--- src/rtl/pta_pkg.sv ---
package pta_pkg;
  typedef enum logic [1:0] {
    STEER_LOCAL = 2'b00,
    STEER_NEXT  = 2'b01,
    STEER_RSV2  = 2'b10,
    STEER_RSV3  = 2'b11
  } steer_code_e;

  // Only the forward code moves a cluster; reserved codes act as local.
  function automatic logic is_forward(input logic [1:0] code);
    return code == STEER_NEXT;
  endfunction
endpackage

--- src/rtl/pta_cfg_store.sv ---
module pta_cfg_store #(
  parameter int NUM_MC = 16,
  localparam int IDX_W = $clog2(NUM_MC)
) (
  input  logic                  clk,
  input  logic                  rst_n,
  input  logic                  wr_en,
  input  logic [IDX_W-1:0]      wr_idx,
  input  logic [1:0]            wr_code,
  output logic [2*NUM_MC-1:0]   code_flat,
  output logic [NUM_MC-1:0]     fwd
);
  import pta_pkg::*;

  steer_code_e code_q [NUM_MC];

  always_ff @(posedge clk or negedge rst_n) begin
    if (!rst_n) begin
      for (int i = 0; i < NUM_MC; i++) code_q[i] <= STEER_LOCAL;
    end else if (wr_en) begin
      code_q[wr_idx] <= steer_code_e'(wr_code);
    end
  end

  for (genvar g = 0; g < NUM_MC; g++) begin : g_out
    assign code_flat[2*g +: 2] = code_q[g];
    assign fwd[g]              = is_forward(code_q[g]);
  end
endmodule

--- src/rtl/pta_chain_route.sv ---
module pta_chain_route #(
  parameter int LEN            = 4,
  parameter int PT_PER_CLUSTER = 20,
  parameter int LIM_W          = 8
) (
  input  logic [LEN-1:0]       cl,
  input  logic [LEN-1:0]       fwd,
  output logic [LEN-1:0]       sum,
  output logic [LEN*LIM_W-1:0] pt_cnt
);
  always_comb begin
    sum    = '0;
    pt_cnt = '0;
    for (int k = 0; k < LEN; k++) begin
      logic alive;
      logic acc;
      int   run;
      alive = 1'b1;
      acc   = cl[k];
      run   = 0;
      // walk backwards over the run of forwarding predecessors
      for (int s = 1; s < LEN; s++) begin
        int p;
        p = (k - s + LEN) % LEN;
        if (alive && fwd[p]) begin
          acc = acc | cl[p];
          run = run + 1;
        end else begin
          alive = 1'b0;
        end
      end
      if (!fwd[k]) begin
        sum[k]                 = acc;
        pt_cnt[k*LIM_W +: LIM_W] = LIM_W'((run + 1) * PT_PER_CLUSTER);
      end
    end
  end
endmodule

--- src/rtl/pta_chain_check.sv ---
module pta_chain_check #(
  parameter int              LEN   = 4,
  parameter int              LIM_W = 8,
  parameter logic [LIM_W-1:0] LIMIT = 8'd75
) (
  input  logic [LEN-1:0]       fwd,
  input  logic [LEN*LIM_W-1:0] pt_cnt,
  output logic                 loop_o,
  output logic                 over_o
);
  assign loop_o = &fwd;

  always_comb begin
    over_o = 1'b0;
    for (int k = 0; k < LEN; k++) begin
      if (pt_cnt[k*LIM_W +: LIM_W] > LIMIT) over_o = 1'b1;
    end
  end
endmodule

--- src/rtl/pterm_steer_alloc.sv ---
module pterm_steer_alloc #(
  parameter int NUM_MC         = 16,
  parameter int NUM_CHAINS     = 4,
  parameter int PT_PER_CLUSTER = 20,
  parameter int LIM_W          = 8,
  parameter logic [NUM_CHAINS*LIM_W-1:0] CHAIN_PT_LIMIT = {8'd70, 8'd75, 8'd80, 8'd75},
  localparam int IDX_W     = $clog2(NUM_MC),
  localparam int CHAIN_LEN = NUM_MC / NUM_CHAINS
) (
  input  logic              clk,
  input  logic              rst_n,
  input  logic              cfg_we,
  input  logic [IDX_W-1:0]  cfg_idx,
  input  logic [1:0]        cfg_code,
  input  logic [NUM_MC-1:0] cluster_sum,
  output logic [NUM_MC-1:0] mc_sum,
  output logic              loop_error,
  output logic              limit_error
);
  logic [2*NUM_MC-1:0]  code_q;
  logic [NUM_MC-1:0]    fwd;
  logic [NUM_CHAINS-1:0] ch_loop;
  logic [NUM_CHAINS-1:0] ch_over;

  pta_cfg_store #(.NUM_MC(NUM_MC)) u_cfg (
    .clk(clk), .rst_n(rst_n), .wr_en(cfg_we), .wr_idx(cfg_idx),
    .wr_code(cfg_code), .code_flat(code_q), .fwd(fwd)
  );

  for (genvar c = 0; c < NUM_CHAINS; c++) begin : g_chain
    logic [CHAIN_LEN-1:0]       cl;
    logic [CHAIN_LEN-1:0]       fw;
    logic [CHAIN_LEN-1:0]       sm;
    logic [CHAIN_LEN*LIM_W-1:0] cnt;

    for (genvar k = 0; k < CHAIN_LEN; k++) begin : g_member
      assign cl[k]                      = cluster_sum[k*NUM_CHAINS + c];
      assign fw[k]                      = fwd[k*NUM_CHAINS + c];
      assign mc_sum[k*NUM_CHAINS + c]   = sm[k];
    end

    pta_chain_route #(
      .LEN(CHAIN_LEN), .PT_PER_CLUSTER(PT_PER_CLUSTER), .LIM_W(LIM_W)
    ) u_route (.cl(cl), .fwd(fw), .sum(sm), .pt_cnt(cnt));

    pta_chain_check #(
      .LEN(CHAIN_LEN), .LIM_W(LIM_W), .LIMIT(CHAIN_PT_LIMIT[c*LIM_W +: LIM_W])
    ) u_check (.fwd(fw), .pt_cnt(cnt), .loop_o(ch_loop[c]), .over_o(ch_over[c]));
  end

  assign loop_error  = |ch_loop;
  assign limit_error = |ch_over;
endmodule

--- config.mk ---
export PLATFORM = sky130hd
export DESIGN_NAME = pterm_steer_alloc
export DESIGN_NICKNAME = d
export VERILOG_FILES = /design/src/rtl/pta_pkg.sv /design/src/rtl/pta_cfg_store.sv /design/src/rtl/pta_chain_route.sv /design/src/rtl/pta_chain_check.sv /design/src/rtl/pterm_steer_alloc.sv
export SDC_FILE = /design/constraint.sdc
export NUM_CORES = 1
export LEC_CHECK = 0
export ABC_AREA = 0
export BUFFER_PORTS_ARGS = -buffer_cell sky130_fd_sc_hd__buf_2
export CAP_MARGIN = 20
export CORE_ASPECT_RATIO = 0.75
export CORE_UTILIZATION = 60
export DETAILED_ROUTE_END_ITERATION = 12
export PLACE_DENSITY = 0.84
export SLEW_MARGIN = 20
export SYNTH_ARGS = -nofsm -noshare
export SYNTH_HDL_FRONTEND = slang
export SYNTH_SLANG_ARGS = --single-unit
--- constraint.sdc ---
create_clock -name clk -period 6 [get_ports clk]
set_input_delay 1.5 -clock clk [delete_from_list [all_inputs] [get_ports clk]]
set_output_delay 1.5 -clock clk [all_outputs]
set_load 0.01 [all_outputs]
==> metrics.csv <==
stage,metric,value,unit
logic_synthesis,count_of_yosys_warnings_during_synthesis,0,
placement,place_area,2960,sq um
global_routing,grt_pass1_vias,2151,
sta,final-setup-viol-count,0,
routing,highest-signal-layer,met4,
worst_setup_path,crit_path_end_kind,output port,
placement,place_hpwl,4550,microns
logic_synthesis,synth_common_cells,"sky130_fd_sc_hd__nor2_1, sky130_fd_sc_hd__dfrtp_1, sky130_fd_sc_hd__mux2_2",
sta,fin_worst_skew,0,ps
cts,cts_buffers,5,
global_routing,globalRouteTotalUtil,27.0,%
die,rows,20,
routing,wl_met2,2820,microns
die,placeableCoreArea,4130,sq um
status,status,"complete, no violations",
logic_synthesis,post_synthesis_cell_area,2650,sq um
logic_synthesis,synth-edff-count,0,
sta,rsz0062_at_grt,no,
sta,finalHoldViolCount,0,
routing,num_vias,2214,
pwr,vdd_drop_max,0.192,mV
placement,gp_congestion,0.854,
min_path,worstHoldPathType,flip-flop to flip-flop,
sta,finalWorstPathRequiredPeriod,4370,ps
sta,max_slew_margin,54.3,%
pwr,power-per-cell-area,295,nW/um^2
logic_synthesis,netlist.top_cell.by_area,sky130_fd_sc_hd__dfrtp_1,
sta,fin_tns_setup,0,ps
routing,postRouteWirelength,5820,microns
sta,tightest_slew,685,ps
logic_synthesis,synth_cells,281,
cts,tritoncts,done,
logic_synthesis,synth.area.top_cells,"sky130_fd_sc_hd__dfrtp_1, sky130_fd_sc_hd__mux2_2, sky130_fd_sc_hd__ha_1, sky130_fd_sc_hd__nor2_1, sky130_fd_sc_hd__a21oi_1",
cts,cts_post_setup_buffers_inserted,0,
global_routing,grt_start_max_net_pins,33,
cells_and_area,final_nets,388,
pwr,internal-power,0.576,mW
sta,min_period_over_period,72.8,%
worst_setup_path,critPathMaxFanout,3,
worst_setup_path,ff2ff_path_depth,1,
cells_and_area,fin_area,3070,sq um
logic_synthesis,post-synth-top-count-cell,sky130_fd_sc_hd__nor2_1,
routing,post_drt_via_cell_ratio,5.61,
worst_setup_path,worst-r2r-setup-slack,5160,ps
worst_setup_path,timing.rr.start,u_cfg.code_flat[17],
worst_setup_path,slowest_delay,540,ps
cells_and_area,drive_gt1_share,30.9,%
logic_synthesis,yosys_register_bits,32,
cts,worst_skew_pair.late_latency,280,ps
pwr,total_switching_power,0.330,mW
min_path,hp-start,u_cfg.code_flat[2],
cts,clock_path_buffers,2,
worst_setup_path,critical_path_buf_inv_count,2,
global_routing,global_route_wire_length_before_repair,9660,microns
worst_setup_path,crit_path_top_delay_cell,sky130_fd_sc_hd__or4_1,
logic_synthesis,synth-seq-area-share,30.3,%
routing,drt.antenna.violating_nets,0,
worst_setup_path,cp.required,4500,ps
sta,report.final.slew_viol_count,0,
worst_setup_path,worst_setup_path_startpoint,u_cfg.code_flat[4],
worst_setup_path,critical_path.most_common_cell,sky130_fd_sc_hd__ha_1,
die,die_w,78.7,microns
worst_setup_path,crit-reg2reg-capture,u_cfg.code_flat[17],
routing,drt-met1-wl,2670,microns
die,dieArea,4680,sq um
cts,cts_root_buffer,sky130_fd_sc_hd__clkbuf_8,
die,dieHeight,59.5,microns
pwr,netSwitchingFraction,36.4,%
worst_setup_path,critPathArrivalTime,2870,ps
cts,cts.htree.levels,2,
min_path,worst_hold_path.num_cells,1,
routing,met3RoutedLength,275,microns
pwr,power.clock.fraction,21.6,%
placement,port-buffer-count,42,
routing,drt_first_pass_iters,4,
min_path,hold-path-endpoint,u_cfg.code_flat[2],
pwr,share_seq_of_total_power,34.5,%
die,floorplan.initialDensity,64.1,%
flow_run,cap_viol_max_count,0,
logic_synthesis,synth.avg_cell_area,9.42,sq um
logic_synthesis,yosysUniqueCellTypes,32,
worst_setup_path,worstPathCellList,nor2b_1 -> a21oi_2 -> ha_1 -> ha_1 -> inv_1 -> o21ai_1 -> mux2i_1 -> o2111ai_1 -> or4_1 -> buf_2,
worst_setup_path,critical_path.startpoint_type,flip-flop,
cts,cts_hold_repair.buffers,0,
cells_and_area,area_growth_syn_to_layout,15.9,%
sta,max_freq,229,MHz
die,num_io_pins,43,
cells_and_area,antenna_cells_inserted,0,
logic_synthesis,yosys_most_used_dff,sky130_fd_sc_hd__dfrtp_1,
cts,postCtsResizedCells,0,
logic_synthesis,post-synth-top-area-fraction,30.3,%
logic_synthesis,async_flop_share,100,%
cts,clk_pin_slew,60,ps
global_routing,grt_antenna_before_repair,0,
global_routing,grt.overflow.total,0,
routing,drc_viols,0,
worst_setup_path,critical_path.top_delay_family,simple AND/OR/NAND/NOR gates,
cts,tritoncts_num_sinks,32,
cells_and_area,number_of_flip_flops_in_the_largest_register,32,
pwr,power.combinational.fraction,43.9,%
worst_setup_path,critPathKind,flip-flop to output port,
pwr,p_leak,1.53,nW
routing,initialDrtViolationCount,86,
routing,routedWlPerCell,14.7,microns
-- power by group through the flow --
stage,Combinational [mW],Clock [mW],Sequential (mW)
after floorplan,0.295,0,0.304
after global placement,0.376,0,0.310
after detailed placement,0.392,0,0.316
after CTS,0.395,0.200,0.313
after global routing,0.443,0.207,0.319
final,0.397,0.196,0.313
-- kinds of logic (layout without fill, tap and decap cells) --
logic type,Yosys count,after routing,share of synthesized area (%)
adders and majority gates,24,24,11.3
other,1,12,0.142
muxes,38,38,15.9
buffers and inverters,14,62,1.99
and+or+nand+nor,110,110,25.3
AOI/OAI and AO/OA,56,56,13.0
DFF,32,32,30.3
xor gates and xnor gates,6,6,1.99
-- how the worst max path moves through the flow --
stage / endpoint / slack, ps / depth (start not counted)
global route: limit_error / 1500 / 10
detailed placement: limit_error / 2030 / 10
CTS: limit_error / 1650 / 10
finish: limit_error / 1630 / 10
floorplan: limit_error / 2400 / 9
global placement: limit_error / 2080 / 10
-- metrics by stage --
step                      instances  setup slack [ps]  hold WS (ps)  util [%]  power (mW)
after global routing            395              1500           510      74.3       0.970
after detailed placement        387              2030           484      71.7       0.708
after CTS                       395              1650           498      74.3       0.908
final                           395              1630           497      74.3       0.906
after global placement          387              2080           485      71.7       0.686
after floorplan                 292              2400           471         -       0.599
-- cell usage in the layout, fill, tap and decap left out --
| cell type | count |
|---|---|
| sky130_fd_sc_hd__nor2_1 | 42 |
| sky130_fd_sc_hd__nand4_1 | 2 |
| sky130_fd_sc_hd__nor2b_4 | 3 |
| sky130_fd_sc_hd__a21oi_2 | 7 |
| sky130_fd_sc_hd__clkinv_2 | 1 |
| sky130_fd_sc_hd__and3_1 | 1 |
| sky130_fd_sc_hd__a21oi_1 | 28 |
| sky130_fd_sc_hd__clkbuf_1 | 1 |
| sky130_fd_sc_hd__ha_1 | 24 |
| sky130_fd_sc_hd__inv_1 | 12 |
| sky130_fd_sc_hd__nand2_1 | 11 |
| sky130_fd_sc_hd__clkbuf_8 | 5 |
| sky130_fd_sc_hd__mux2_2 | 32 |
| sky130_fd_sc_hd__nand3b_1 | 5 |
| sky130_fd_sc_hd__o21ai_0 | 1 |
| sky130_fd_sc_hd__dfrtp_1 | 32 |
| sky130_fd_sc_hd__and2b_1 | 5 |
| sky130_fd_sc_hd__nor2b_1 | 7 |
| sky130_fd_sc_hd__and2b_4 | 1 |
| sky130_fd_sc_hd__o2111ai_1 | 2 |
| sky130_fd_sc_hd__nor3b_1 | 1 |
| sky130_fd_sc_hd__nand3_1 | 1 |
| sky130_fd_sc_hd__nand2b_1 | 14 |
| sky130_fd_sc_hd__o21ai_2 | 2 |
| sky130_fd_sc_hd__xor2_1 | 6 |
| sky130_fd_sc_hd__a21o_1 | 4 |
| sky130_fd_sc_hd__bufinv_16 | 1 |
| sky130_fd_sc_hd__a21oi_4 | 1 |
| sky130_fd_sc_hd__nand2b_4 | 10 |
| sky130_fd_sc_hd__o21ai_1 | 9 |
| sky130_fd_sc_hd__and2_1 | 6 |
| sky130_fd_sc_hd__or4_1 | 1 |
| sky130_fd_sc_hd__o22ai_1 | 2 |
| sky130_fd_sc_hd__buf_2 | 42 |
| sky130_fd_sc_hd__mux2i_1 | 6 |
| sky130_fd_sc_hd__conb_1 | 12 |
-- final cells by class --
| cell class | count | area, sq um |
|---|---|---|
| clock buffers | 6 | 72.6 |
| multi-input cells | 246 | 1830 |
| fillers | 328 | 1060 |
| inverters | 12 | 45.0 |
| repair buffers | 42 | 210 |
| well taps | 55 | 68.8 |
| flip-flops and latches | 32 | 801 |
| clock inverters | 2 | 35.0 |
-- per-layer routing --
metal,track usage [%],vias to the layer above
met5,0,-
met4,8.73,0
met3,4.77,5
met2,47.7,57
met1,34.0,1073
li1,-,1079
No activity file was read; power rests on OpenSTA's default activity.
